**config.mk**
```make
export PLATFORM = sky130hd
export DESIGN_NAME = prio_irq_ctrl
export DESIGN_NICKNAME = d
export VERILOG_FILES = /design/src/rtl/prio_irq_pkg.sv /design/src/rtl/irq_hi_pick.sv /design/src/rtl/irq_order_q.sv /design/src/rtl/irq_svc_track.sv /design/src/rtl/prio_irq_ctrl.sv
export SDC_FILE = /design/constraint.sdc
export NUM_CORES = 1
export LEC_CHECK = 0
export BUFFER_PORTS_ARGS = -buffer_cell sky130_fd_sc_hd__buf_2
export CELL_PAD_IN_SITES_DETAIL_PLACEMENT = 1
export CELL_PAD_IN_SITES_GLOBAL_PLACEMENT = 2
export CORE_UTILIZATION = 35
export DETAILED_ROUTE_END_ITERATION = 8
export PLACE_DENSITY = 0.75
export SYNTH_ARGS = -nofsm -noshare
export SYNTH_HDL_FRONTEND = slang
export SYNTH_SLANG_ARGS = --single-unit
```
**constraint.sdc**
```tcl
create_clock -name clk -period 4.5 [get_ports clk]
set_input_delay 0.9 -clock clk [delete_from_list [all_inputs] [get_ports clk]]
set_output_delay 0.9 -clock clk [all_outputs]
set_load 0.01 [all_outputs]
```
**src/rtl/prio_irq_pkg.sv**
```systemverilog
package prio_irq_pkg;
    typedef enum logic {
        POLICY_FIFO = 1'b0,
        POLICY_NEST = 1'b1
    } policy_e;
endpackage

```
**src/rtl/irq_hi_pick.sv**
```systemverilog
module irq_hi_pick #(
    parameter int N  = 4,
    parameter int IW = 2
) (
    input  logic [N-1:0]  vec_i,
    output logic          found_o,
    output logic [IW-1:0] idx_o
);
    always_comb begin
        found_o = 1'b0;
        idx_o   = '0;
        for (int i = 0; i < N; i++) begin
            if (vec_i[i]) begin
                found_o = 1'b1;
                idx_o   = IW'(i);
            end
        end
    end
endmodule

```
**src/rtl/irq_order_q.sv**
```systemverilog
module irq_order_q #(
    parameter int N  = 4,
    parameter int IW = 2
) (
    input  logic          clk,
    input  logic          rst_n,
    input  logic [N-1:0]  push_i,
    input  logic          rm_en_i,
    input  logic [IW-1:0] rm_id_i,
    output logic          head_vld_o,
    output logic [IW-1:0] head_id_o
);
    localparam int CW = $clog2(N + 1);
    localparam int AW = (N > 1) ? $clog2(N) : 1;
    localparam logic [CW-1:0] NCAP = CW'(N);

    typedef struct packed {
        logic [N-1:0][IW-1:0] ent;
        logic [CW-1:0]        cnt;
    } oq_t;

    oq_t s_q, s_d;

    always_comb begin
        logic [CW-1:0] k;
        s_d.ent = '0;
        k       = '0;
        // keep older entries in order, dropping the acknowledged one
        for (int i = 0; i < N; i++) begin
            if ((CW'(i) < s_q.cnt) && !(rm_en_i && (s_q.ent[i] == rm_id_i))) begin
                s_d.ent[k[AW-1:0]] = s_q.ent[i];
                k = k + CW'(1);
            end
        end
        // append this cycle's arrivals, lowest index first
        for (int j = 0; j < N; j++) begin
            if (push_i[j] && (k < NCAP)) begin
                s_d.ent[k[AW-1:0]] = IW'(j);
                k = k + CW'(1);
            end
        end
        s_d.cnt = k;
    end

    always_ff @(posedge clk or negedge rst_n) begin
        if (!rst_n) s_q <= '0;
        else        s_q <= s_d;
    end

    assign head_vld_o = (s_q.cnt != '0);
    assign head_id_o  = s_q.ent[0];
endmodule

```
**src/rtl/irq_svc_track.sv**
```systemverilog
module irq_svc_track #(
    parameter int N  = 4,
    parameter int IW = 2
) (
    input  logic          clk,
    input  logic          rst_n,
    input  logic          set_en_i,
    input  logic [IW-1:0] set_id_i,
    input  logic          end_i,
    output logic          busy_o,
    output logic [IW:0]   top_lvl_o
);
    localparam int LW = IW + 1;

    typedef struct packed {
        logic [N-1:0] mask;
    } svc_t;

    svc_t          s_q, s_d;
    logic          top_found;
    logic [IW-1:0] top_idx;

    irq_hi_pick #(.N(N), .IW(IW)) u_top (
        .vec_i   (s_q.mask),
        .found_o (top_found),
        .idx_o   (top_idx)
    );

    always_comb begin
        s_d = s_q;
        if (end_i && top_found) s_d.mask[top_idx] = 1'b0;
        if (set_en_i)           s_d.mask[set_id_i] = 1'b1;
    end

    always_ff @(posedge clk or negedge rst_n) begin
        if (!rst_n) s_q <= '0;
        else        s_q <= s_d;
    end

    assign busy_o    = top_found;
    assign top_lvl_o = top_found ? (LW'(top_idx) + LW'(1)) : '0;
endmodule

```
**src/rtl/prio_irq_ctrl.sv**
```systemverilog
module prio_irq_ctrl #(
    parameter int NSRC = 4,
    localparam int IW  = (NSRC > 1) ? $clog2(NSRC) : 1
) (
    input  logic            clk,
    input  logic            rst_n,
    input  logic [NSRC-1:0] req_i,
    input  logic            nest_mode_i,
    input  logic            ack_i,
    input  logic            eos_i,
    output logic            irq_o,
    output logic [IW-1:0]   irq_id_o
);
    import prio_irq_pkg::*;

    localparam int LW = IW + 1;

    typedef struct packed {
        logic [NSRC-1:0] pend;
        logic            irq;
        logic [IW-1:0]   id;
    } ctl_t;

    ctl_t            s_q, s_d;
    policy_e         policy;
    logic            ack_take;
    logic [NSRC-1:0] ack_mask, pend_live, push;
    logic            head_vld, busy, hp_found, deliver;
    logic [IW-1:0]   head_id, hp_idx, sel_id;
    logic [IW:0]     top_lvl;

    assign policy    = policy_e'(nest_mode_i);
    assign ack_take  = s_q.irq & ack_i;
    assign ack_mask  = ack_take ? (NSRC'(1) << s_q.id) : '0;
    assign pend_live = s_q.pend & ~ack_mask;
    assign push      = req_i & ~pend_live;

    irq_order_q #(.N(NSRC), .IW(IW)) u_order (
        .clk        (clk),
        .rst_n      (rst_n),
        .push_i     (push),
        .rm_en_i    (ack_take),
        .rm_id_i    (s_q.id),
        .head_vld_o (head_vld),
        .head_id_o  (head_id)
    );

    irq_svc_track #(.N(NSRC), .IW(IW)) u_svc (
        .clk       (clk),
        .rst_n     (rst_n),
        .set_en_i  (ack_take),
        .set_id_i  (s_q.id),
        .end_i     (eos_i),
        .busy_o    (busy),
        .top_lvl_o (top_lvl)
    );

    irq_hi_pick #(.N(NSRC), .IW(IW)) u_pend_pick (
        .vec_i   (s_q.pend),
        .found_o (hp_found),
        .idx_o   (hp_idx)
    );

    always_comb begin
        deliver = 1'b0;
        sel_id  = head_id;
        case (policy)
            POLICY_FIFO: begin
                deliver = head_vld && !busy;
                sel_id  = head_id;
            end
            POLICY_NEST: begin
                deliver = hp_found && ((LW'(hp_idx) + LW'(1)) > top_lvl);
                sel_id  = hp_idx;
            end
            default: begin
                deliver = 1'b0;
                sel_id  = head_id;
            end
        endcase
    end

    always_comb begin
        s_d      = s_q;
        s_d.pend = pend_live | req_i;
        if (s_q.irq) begin
            if (ack_take) s_d.irq = 1'b0;
        end else if (deliver) begin
            s_d.irq = 1'b1;
            s_d.id  = sel_id;
        end
    end

    always_ff @(posedge clk or negedge rst_n) begin
        if (!rst_n) s_q <= '0;
        else        s_q <= s_d;
    end

    assign irq_o    = s_q.irq;
    assign irq_id_o = s_q.id;
endmodule

```
==> results of run 1 <==
-- cells in the mapped netlist (all sizes together), types with 2 or more instances --
cell and count:
a211o 3, a21o 6, a21oi 11, xnor2 15, nand2 32, nand4b 2
nand2b 3, a222oi 2, dfrtp 22, o2bb2ai 2, ha 25, nor3 3
mux2 4, a22oi 3, nand3 4, o31ai 4, a211oi 3, nor2 12
a31oi 6, a21boi 3, or3 2, mux2i 6, buf 5, or2 2
o21ai 5, inv 20, o32ai 2, a32oi 5, and3 4, and2 5
-- logic make-up after synthesis --
kind of cell               Yosys count  synth area share, %
AOI/OAI and AO/OA                   64                23.03
xor gates and xnor gates            16                9.679
adders and majority gates           25                14.58
buffers and inverters               25                5.248
DFF                                 22                25.66
muxes                               10                5.481
and+or+nand+nor                     72                16.33
-- layer usage --
metal / vias up / track usage, %
met5: - / 0
met4: 0 / 1.607
met3: 2 / 2.045
met2: 17 / 35.64
met1: 917 / 27.99
li1: 935 / -
-- worst register-to-register path, delay by kind of cell, from the launching register on --
| family | cells | cell delay [ns] |
|---|---|---|
| compound gates | 2 | 0.21 |
| buf+inv | 3 | 0.22 |
| flops | 1 | 0.46 |
| fa+ha+maj | 5 | 1.26 |
| mux | 4 | 0.77 |
| xor+xnor | 1 | 0.13 |
| simple gates | 6 | 1.05 |
-- layout make-up --
type	count	area [um^2]	share of cell area, %
Inverter	20	75.07	2.726
Clock buffer	4	55.05	1.999
Tap cell	75	93.84	3.408
Timing Repair Buffer	47	337.8	12.27
Sequential cell	22	550.5	19.99
Multi-Input combinational cell	187	1642	59.61
-- repair_timing --
item                                    in CTS  in global routing
resized for setup                            0                  7
setup buffers                                0                  0
hold endpoints to repair                     0                  0
endpoints found under the setup margin       0                 10
-- worst max-delay path by stage --
stage	from	end	slack (ns)	cells after the start
finish	ack_i	u_order.s_q[1]	0.25	22
global route	ack_i	u_order.s_q[1]	0.07	22
detailed placement	ack_i	u_order.s_q[1]	-0.24	22
global placement	ack_i	u_order.s_q[1]	-0.08	22
floorplan	ack_i	u_order.s_q[1]	-0.03	22
CTS	ack_i	u_order.s_q[1]	0.03	22
-- state kept, by name, summed over array words and instances, names as in the netlist --
signal	count
u_order.head_id_o	2
s_q	4
u_order.s_q	9
irq_o	1
u_svc.s_q	4
irq_id_o	2
-- through the flow --
stage	setup WS, ns	util (%)
final	0.2472	46.51
after detailed placement	-0.2383	45.05
after floorplan	-0.02566	-
after global routing	0.06722	46.51
after global placement	-0.08100	45.05
after CTS	0.03054	45.98
==> key figures, run 1 <==
Global route
  • Largest net degree at the start of global routing: 23
  • GRT Total Usage: 20.37%
  • Grt ovf: 0
  • Global-route wire length before repair: 10.01 mm
  • Vias in the first global route: 2011
  • Initial antenna violation count: 0

Final layout
  • Finished Layout Cells: 355
  • Area growth syn-to-layout: 28.34%
  • Fill cells: 715
  • Commonest non-fill, non-tap cells in the layout: buf_4 (35), nand2_1 (31), dfrtp_1 (22), ha_1 (20), inv_1 (18)
  • Nets: 315
  • Layout cells sized above 1: 31.43%
  • # diodes: 0
  • Design Area, Final: 2754 um^2
  • Commonest non-fill, non-tap cell in the layout: buf_4

Clocking
  • Worst-Skew Late Latency: 0.26 ns
  • CTS tree: built
  • Reg clk slew, reported paths: 0.08 ns
  • Total clock sinks: 22
  • CTS H-Tree Depth: 1
  • TritonCTS buffer count: 3
  • Clock root buffer: clkbuf_8
  • Clock buffer depth: 2
  • Hold_buf cts: 0

Yosys
  • Ys async rst share: 100.0%
  • Sequential share of the synthesized area: 25.66%
  • Top FF cell, synth: dfrtp_1
  • Post-Syn Area: 2146 um^2
  • Number of synthesized flops with an enable pin: 0
  • Syn Nets: 268
  • Synth cell types: 51
  • Cells after Synth: 234
  • Syn_area_per_cell: 9.170 um^2
  • Cell accounting for the most synthesized area: dfrtp_1
  • Top cell type's share of synthesized area: 25.66%
  • Area contributors post-synth: dfrtp_1 (26%), ha_1 (15%), nand2_1 (5.6%), xnor2_1 (4.1%), inv_1 (3.5%)
  • Warnings, synthesis: 0
  • Flops & latches, synth: 22

Routing
  • Drt initial violations: 59
  • M1 WL: 3.014 mm
  • Uppermost layer routed: met4
  • Final ANT Viol Nets: 0
  • DRC viols: 0
  • Routed WL: 6.037 mm
  • Via/cell ratio: 5.270
  • Metal2 WL: 2.903 mm
  • Routed length per instance: 17.01 um
  • DR pass1 iterations: 4
  • Met3 wire length: 99 um
  • Vias: 1871

Setup path
  • Req. time, crit path: 4.65 ns
  • R2R Setup Slk: 0.28 ns
  • Worst setup EP type: flop
  • Worst-path fanout max: 4
  • Critical path class: in2reg
  • Delay-heaviest family, CP: adder cells
  • FF-to-FF End: u_order.s_q[1]
  • Slowest CP cell: mux2_4
  • Slowest Stage Delay on Critical Path: 0.28 ns
  • CP Cell Sequence: buf_2 > and2_4 > a31oi_4 > inv_1 > ha_2 > mux2i_4 > ha_4 > mux2_4 > ha_4 > nand2_2 > o22ai_4 > inv_1 > ha_1 > nand2_1 > nand2_1 > inv_2 > ha_4 > nor3_2 > nand2_1 > mux2i_4 > mux2i_1 > mux2i_1
  • FF-to-FF path depth: 21
  • WP buf/inv: 4
  • Reg2reg start: u_order.s_q[2]
  • Critical Path Start Type: primary input
  • Critical Path AT: 4.40 ns

Floorplan
  • Row cnt: 28
  • Core area: 5921 um^2
  • Die X: 80.30 um
  • Die Height: 80.30 um
  • Die area: 6448 um^2
  • I/O pins: 12
  • Initial Util: 36.24%

Place
  • Dpl hpwl: 5.131 mm
  • Placed Cells: 351
  • Dpl cell area: 2668 um^2
  • Final Wtd Congestion: 0.7992
  • Buffers added on ports: 11

Status
  • Status: finished, final reports clean

STA
  • Hold WS: 0.4915 ns
  • Fin. max-slew vios: 0
  • Slew margin rel.: 61.20%
  • Worst slew pin tran: 0.5775 ns
  • Max Fclk: 235.1 MHz
  • Final setup viols: 0
  • Worst clock skew: 0.004056 ns
  • Hold Fails Final Rpt: 0
  • RSZ-0062 raised after global routing: false
  • Tcrit/Tclk final: 94.51%
  • Min Tclk post-route: 4.253 ns
  • Setup TNS: 0 ns

Hold path
  • Hold depth: 1
  • Hold path start: u_svc.s_q[0]
  • WHS Endpoint: u_svc.s_q[0]
  • Min-Delay Path Class: reg2reg

Flow run
  • Max_cap viols: 0
Power of run 1 is left out: the tool's default activity adds up to more than one toggle a clock period on the data nets, which glitch-free logic cannot reach.
==> run 2: changes to the inputs <==
- ABC_AREA: default -> 1
- CORE_UTILIZATION: 35 -> 31
==> key figures, run 2 <==
Final layout
  • Layout cells sized above 1: 18.18% (-13 points)
  • Commonest non-fill, non-tap cells in the layout: nand2_1 (126), inv_1 (49), ha_1 (24), dfrtp_1 (22), o21ai_0 (16)
  • # diodes: 0 (unchanged)
  • Commonest non-fill, non-tap cell in the layout: nand2_1
  • Final core occ: 37.43% (-9.1 points)
  • Largest register FFs: 9 (unchanged)
  • Largest Register: u_order.s_q
  • Area growth syn-to-layout: 15.23%
  • Nets: 398 (+26%)
  • Largest registers: u_order.s_q: 9 flops, s_q: 4 flops, u_svc.s_q: 4 flops

Global route
  • Global-route wire length before repair: 11.07 mm (+11%)
  • Largest net degree at the start of global routing: 23 (unchanged)
  • GR Util met3: 2.559% (+0.51 points)
  • Initial antenna violation count: 0 (unchanged)
  • Met2 Use GR: 32.28% (-3.4 points)
  • GRT Total Usage: 19.14% (-1.2 points)
  • Vias in the first global route: 2231 (+11%)
  • Grt met1 use: 26.57% (-1.4 points)
  • Busiest layer in global routing: met2
  • Grt ovf: 0 (unchanged)

Yosys
  • Top FF cell, synth: dfrtp_1
  • Mux cell area share after synthesis: 0% (-5.5 points)
  • Area contributors post-synth: dfrtp_1 (25%), nand2_1 (21%), ha_1 (14%), inv_1 (8.2%), o21ai_0 (3.6%)
  • Simple-Gate Fraction of Synth Area: 39.77% (+23 points)
  • Ys async rst share: 100.0% (unchanged)
  • Warnings, synthesis: 0 (unchanged)
  • Cells after Synth: 340 (+45%)
  • Syn Nets: 374 (+40%)
  • Compound-cell area share of the yosys netlist: 12.38% (-11 points)
  • Post-Synth Adder-Cell Area: 13.94% (-0.63 points)
  • Syn_area_per_cell: 6.598 um^2 (-28%)
  • Synth cell types: 29 (-43%)
  • Top post-synthesis cells by count: nand2_1 (127), inv_1 (49), ha_1 (25)
  • Post-Syn Area: 2243 um^2 (+4.5%)
  • Top cell type's share of synthesized area: 24.54% (-1.1 points)
  • Flops & latches, synth: 22 (unchanged)
  • XOR/XNOR Fraction of Synth Area: 0% (-9.7 points)
  • Number of synthesized flops with an enable pin: 0 (unchanged)
  • Largest family of logic cells by synthesized area: simple AND/OR/NAND/NOR gates
  • Cell accounting for the most synthesized area: dfrtp_1
  • Sequential share of the synthesized area: 24.54% (-1.1 points)
  • Library cell with the highest instance count after synthesis: nand2_1

Routing
  • Final ANT Viol Nets: 0 (unchanged)
  • DRC viols: 0 (unchanged)
  • Routed WL: 6.502 mm (+7.7%)
  • Via/cell ratio: 4.651 (-12%)
  • Vias: 2135 (+14%)
  • Routed length per instance: 14.17 um (-17%)
  • DR pass1 iterations: 4 (unchanged)
  • Drt initial violations: 44 (-25%)

STA
  • Min Tclk post-route: 4.157 ns (-0.09618 ns)
  • Slew margin rel.: 65.47% (+4.3 points)
  • Hold Fails Final Rpt: 0 (unchanged)
  • Tcrit/Tclk final: 92.37% (-2.1 points)
  • Final setup viols: 0 (unchanged)
  • Max Fclk: 240.6 MHz (+2.3%)
  • RSZ-0062 raised after global routing: false
  • Worst clock skew: 0.005423 ns (+0.001367 ns)
  • Fin. max-slew vios: 0 (unchanged)
  • Worst slew pin tran: 0.5180 ns (-0.05956 ns)

Clocking
  • Total clock sinks: 22 (unchanged)
  • Clock buffer depth: 2 (unchanged)
  • Worst-Skew Late Latency: 0.27 ns (about the same)
  • CTS tree: built
  • TritonCTS buffer count: 3 (unchanged)
  • Clock root buffer: clkbuf_8
  • CTS H-Tree Depth: 1 (unchanged)
  • Reg clk slew, reported paths: 0.08 ns (about the same)

Setup path
  • Critical Path Start Type: primary input
  • FF-to-FF path depth: 27 (+29%)
  • Worst setup EP type: flop
  • Delay-heaviest family, CP: adder cells
  • Most repeated library cell on the critical path: nand2_1
  • Critical Path AT: 4.30 ns (-0.10 ns)
  • WP depth: 27 (+23%)
  • Slowest Stage Delay on Critical Path: 0.32 ns (+0.04 ns)
  • Critical path class: in2reg
  • WP buf/inv: 6 (+2)
  • Req. time, crit path: 4.65 ns (about the same)
  • Slowest CP cell: ha_1
  • Worst-path fanout max: 6 (+2)

Place
  • Dpl hpwl: 5.520 mm (+7.6%)
  • Final Wtd Congestion: 0.7948 (-0.55%)
  • Buffers added on ports: 11 (unchanged)

Floorplan
  • Die Height: 87.07 um (+8.4%)
  • Die X: 87.07 um (+8.4%)
  • Die area: 7581 um^2 (+18%)
  • I/O pins: 12 (unchanged)
  • Core area: 6907 um^2 (+17%)
  • Initial Util: 32.48% (-3.8 points)
  • Row cnt: 30 (+7.1%)

Hold path
  • Hold depth: 2 (+1)
  • Min-Delay Path Class: reg2reg

Flow run
  • Max_cap viols: 0 (unchanged)

Status
  • Status: finished, final reports clean
## run 2: changes by cell type in the layout (fill, tap and decap cells not counted), sizes merged, moves of 5 or more
cell,change
nor2,+10
a32oi,-5
a31oi,-6
xnor2,-15
nand2,+105
nand3,+18
o21ai,+17
mux2i,-6
nand4,+7
inv,+32
and2,-5
a21o,-6
buf,-26
## run 2: repair_timing
| item | CTS | global route |
|---|---|---|
| endpoints found under the setup margin | 0 | 11 |
| buffers inserted | 0 | 1 |
| hold buffers | 0 | 0 |
| resized for setup | 0 | 7 |
## run 2: cells by family (layout without fill, tap and decap cells)
group | Yosys count | count (layout)
AO/OA/AOI/OAI | 45 | 45
adder cells (fa/ha/maj) | 25 | 25
buffers and inverters | 54 | 77
flip-flops | 22 | 22
AND/OR/NAND/NOR | 194 | 194
## run 2: path summary, 6_finish.rpt
check,startpoint,endpoint,slack [ns]
max,ack_i,u_order.head_id_o[1],0.34
min,s_q[3],s_q[3],0.51
max reg2reg,u_order.s_q[2],u_order.head_id_o[1],0.40
min reg2reg,s_q[3],s_q[3],0.51
max in group asynchronous,rst_n,u_svc.s_q[1],3.55
min in group asynchronous,rst_n,u_order.head_id_o[1],0.60
## run 2: tightest hold or removal path, cell delays in order, from the launching register on
cell and delay (ns):
dfrtp_1 0.35, nand2_1 0.07, nand2_1 0.06
## run 2: area by class of cell
class,instances,area [um^2]
Sequential cell,22,550.5
Clock buffer,3,41.29
Tap cell,96,120.1
Clock inverter,1,30.03
Multi-Input combinational cell,264,1518
Inverter,52,195.2
Timing Repair Buffer,21,130.1
Fill cell,921,4322
## run 2: through the flow
stage            TNS, ns  worst slack [ns]  area, um^2  std cells  hold WS [ns]
2_1_floorplan          0            0.2476        2243        340        0.4496
3_3_place_gp   -0.009649         -0.009649        2471        454        0.4743
3_5_place_dp     -0.4928          -0.06685        2471        454        0.4933
4_1_cts                0            0.2201        2542        458        0.5138
5_1_grt                0           0.01421        2585        459        0.5339
6_report               0            0.3434        2585        459        0.5079
## run 2: layer usage
| layer | vias to the layer above | wire length [um] |
|---|---|---|
| met5 | - | 0 |
| met4 | 0 | 19 |
| met3 | 2 | 107 |
| met2 | 16 | 2998 |
| met1 | 987 | 3376 |
| li1 | 1130 | - |
Power of run 2 is left out for the same reason.
==> run 3: changes to the inputs <==
- REMOVE_ABC_BUFFERS: default -> 1
==> key figures, run 3 (synthesis gave the netlist of run 2 again) <==
Status
  • Status: finished, final reports clean

Place
  • Buffers added on ports: 11 (unchanged)
  • Final Wtd Congestion: 0.7767 (-2.3%)
  • Dpl hpwl: 5.480 mm (-0.72%)

Clocking
  • CTS H-Tree Depth: 1 (unchanged)
  • TritonCTS buffer count: 3 (unchanged)
  • Clock buffer depth: 2 (unchanged)
  • Reg clk slew, reported paths: 0.09 ns (about the same)
  • CTS tree: built
  • Clock root buffer: clkbuf_8
  • Worst-Skew Late Latency: 0.26 ns (about the same)
  • Total clock sinks: 22 (unchanged)
  • Post-CTS Setup Inserts: 0 (unchanged)

Floorplan
  • Die Height: 87.07 um (unchanged)
  • Core area: 6907 um^2 (unchanged)
  • I/O pins: 12 (unchanged)
  • Initial Util: 32.48% (unchanged)
  • Row cnt: 30 (unchanged)
  • Die area: 7581 um^2 (unchanged)
  • Die X: 87.07 um (unchanged)

STA
  • Max Fclk: 238.1 MHz (-1.0%)
  • Worst clock skew: 0.005449 ns (+0.00002546 ns)
  • Tcrit/Tclk final: 93.33% (+0.96 points)
  • Final setup viols: 0 (unchanged)
  • Slew margin rel.: 65.53% (about the same)
  • Fin. max-slew vios: 0 (unchanged)
  • Min Tclk post-route: 4.200 ns (+0.04309 ns)
  • Setup TNS: 0 ns (unchanged)
  • Hold Fails Final Rpt: 0 (unchanged)
  • Worst slew pin tran: 0.5170 ns (-0.0009820 ns)

Global route
  • GRT Total Usage: 18.58% (-0.56 points)
  • Grt ovf: 0 (unchanged)
  • Vias in the first global route: 2174 (-2.6%)
  • Initial antenna violation count: 0 (unchanged)
  • Global-route wire length before repair: 10.72 mm (-3.2%)
  • Largest net degree at the start of global routing: 23 (unchanged)

Setup path
  • FF-to-FF path depth: 27 (unchanged)
  • WP buf/inv: 6 (unchanged)
  • Slowest CP cell: ha_1
  • WP depth: 28 (+3.7%)
  • Critical Path AT: 4.36 ns (+0.06 ns)
  • Worst-path fanout max: 6 (unchanged)
  • Most repeated library cell on the critical path: nand2_1
  • Slowest Stage Delay on Critical Path: 0.31 ns (about the same)
  • Worst setup EP type: flop
  • Req. time, crit path: 4.66 ns (about the same)
  • Delay-heaviest family, CP: simple AND/OR/NAND/NOR gates
  • Critical Path Start Type: primary input
  • Critical path class: in2reg

Flow run
  • Max_cap viols: 0 (unchanged)

Routing
  • Final ANT Viol Nets: 0 (unchanged)
  • Via/cell ratio: 4.762 (+2.4%)
  • Routed length per instance: 14.18 um (about the same)
  • Drt initial violations: 85 (+93%)
  • DRC viols: 0 (unchanged)
  • Vias: 2181 (+2.2%)
  • Routed WL: 6.493 mm (-0.14%)
  • DR pass1 iterations: 4 (unchanged)

Final layout
  • Largest Register: u_order.s_q
  • Fill cells: 940 (+2.1%)
  • Largest registers: u_order.s_q: 9 flops, s_q: 4 flops, u_svc.s_q: 4 flops
  • Largest register FFs: 9 (unchanged)
  • Area of the multi-input gates: 1506 um^2 (-0.74%)
  • FF+latch area: 550.5 um^2 (unchanged)
  • Commonest non-fill, non-tap cell in the layout: nand2_1
  • Area growth syn-to-layout: 14.39%
  • # diodes: 0 (unchanged)
  • Commonest non-fill, non-tap cells in the layout: nand2_1 (125), inv_1 (48), ha_1 (24), dfrtp_1 (22), o21ai_0 (16)
  • Nets: 397 (-0.25%)
  • Layout cells sized above 1: 17.68% (-0.50 points)

Hold path
  • Hold depth: 2 (unchanged)
  • Min-Delay Path Class: reg2reg
run 3: layer usage:
layer	vias up	routed length, um	global-route usage (%)
met1	1031	3370	26.64
li1	1125	-	-
met2	21	2985	30.64
met5	-	0	0
met4	0	37	2.121
met3	4	99	2.370
run 3: timing repair:
action	CTS	global route
hold buffers	0	0
endpoints found under the setup margin	0	11
resized for setup	0	6
run 3: worst paths after layout:
check | startpoint | endpoint | slack, ns
hold / removal | u_svc.s_q[0] | u_svc.s_q[0] | 0.50
setup reg to reg | irq_id_o[1] | u_order.s_q[1] | 0.39
hold reg to reg | u_svc.s_q[0] | u_svc.s_q[0] | 0.50
max in group asynchronous | rst_n | u_order.s_q[0] | 3.55
setup / recovery | ack_i | u_order.s_q[1] | 0.30
min in group asynchronous | rst_n | u_order.s_q[10] | 0.60
run 3: worst min-delay path, stage by stage (launching register included):
cell     delay, ns
dfrtp_1       0.36
nand2_1       0.06
nand2_1       0.06
run 3: metrics by stage:
stage | setup slack [ns] | cell area (um^2) | hold WS [ns] | utilization, % | instances
after detailed placement | -0.09079 | 2471 | 0.4779 | 35.78 | 454
after global placement | -0.003091 | 2471 | 0.4725 | 35.78 | 454
after floorplan | 0.2476 | 2228 | 0.4496 | - | 338
after CTS | 0.1721 | 2542 | 0.4991 | 36.81 | 458
final | 0.3003 | 2566 | 0.5007 | 37.16 | 458
after global routing | -0.02601 | 2566 | 0.5316 | 37.16 | 458
run 3: cell type report:
cell class | instances | area share [%]
multi-input combinational | 264 | 58.70
inverter | 52 | 7.606
sequential | 22 | 21.45
clock buffer | 3 | 1.609
tap | 96 | 4.681
timing repair buffer | 20 | 4.778
clock inverter | 1 | 1.170
Power of run 3 is left out for the same reason.
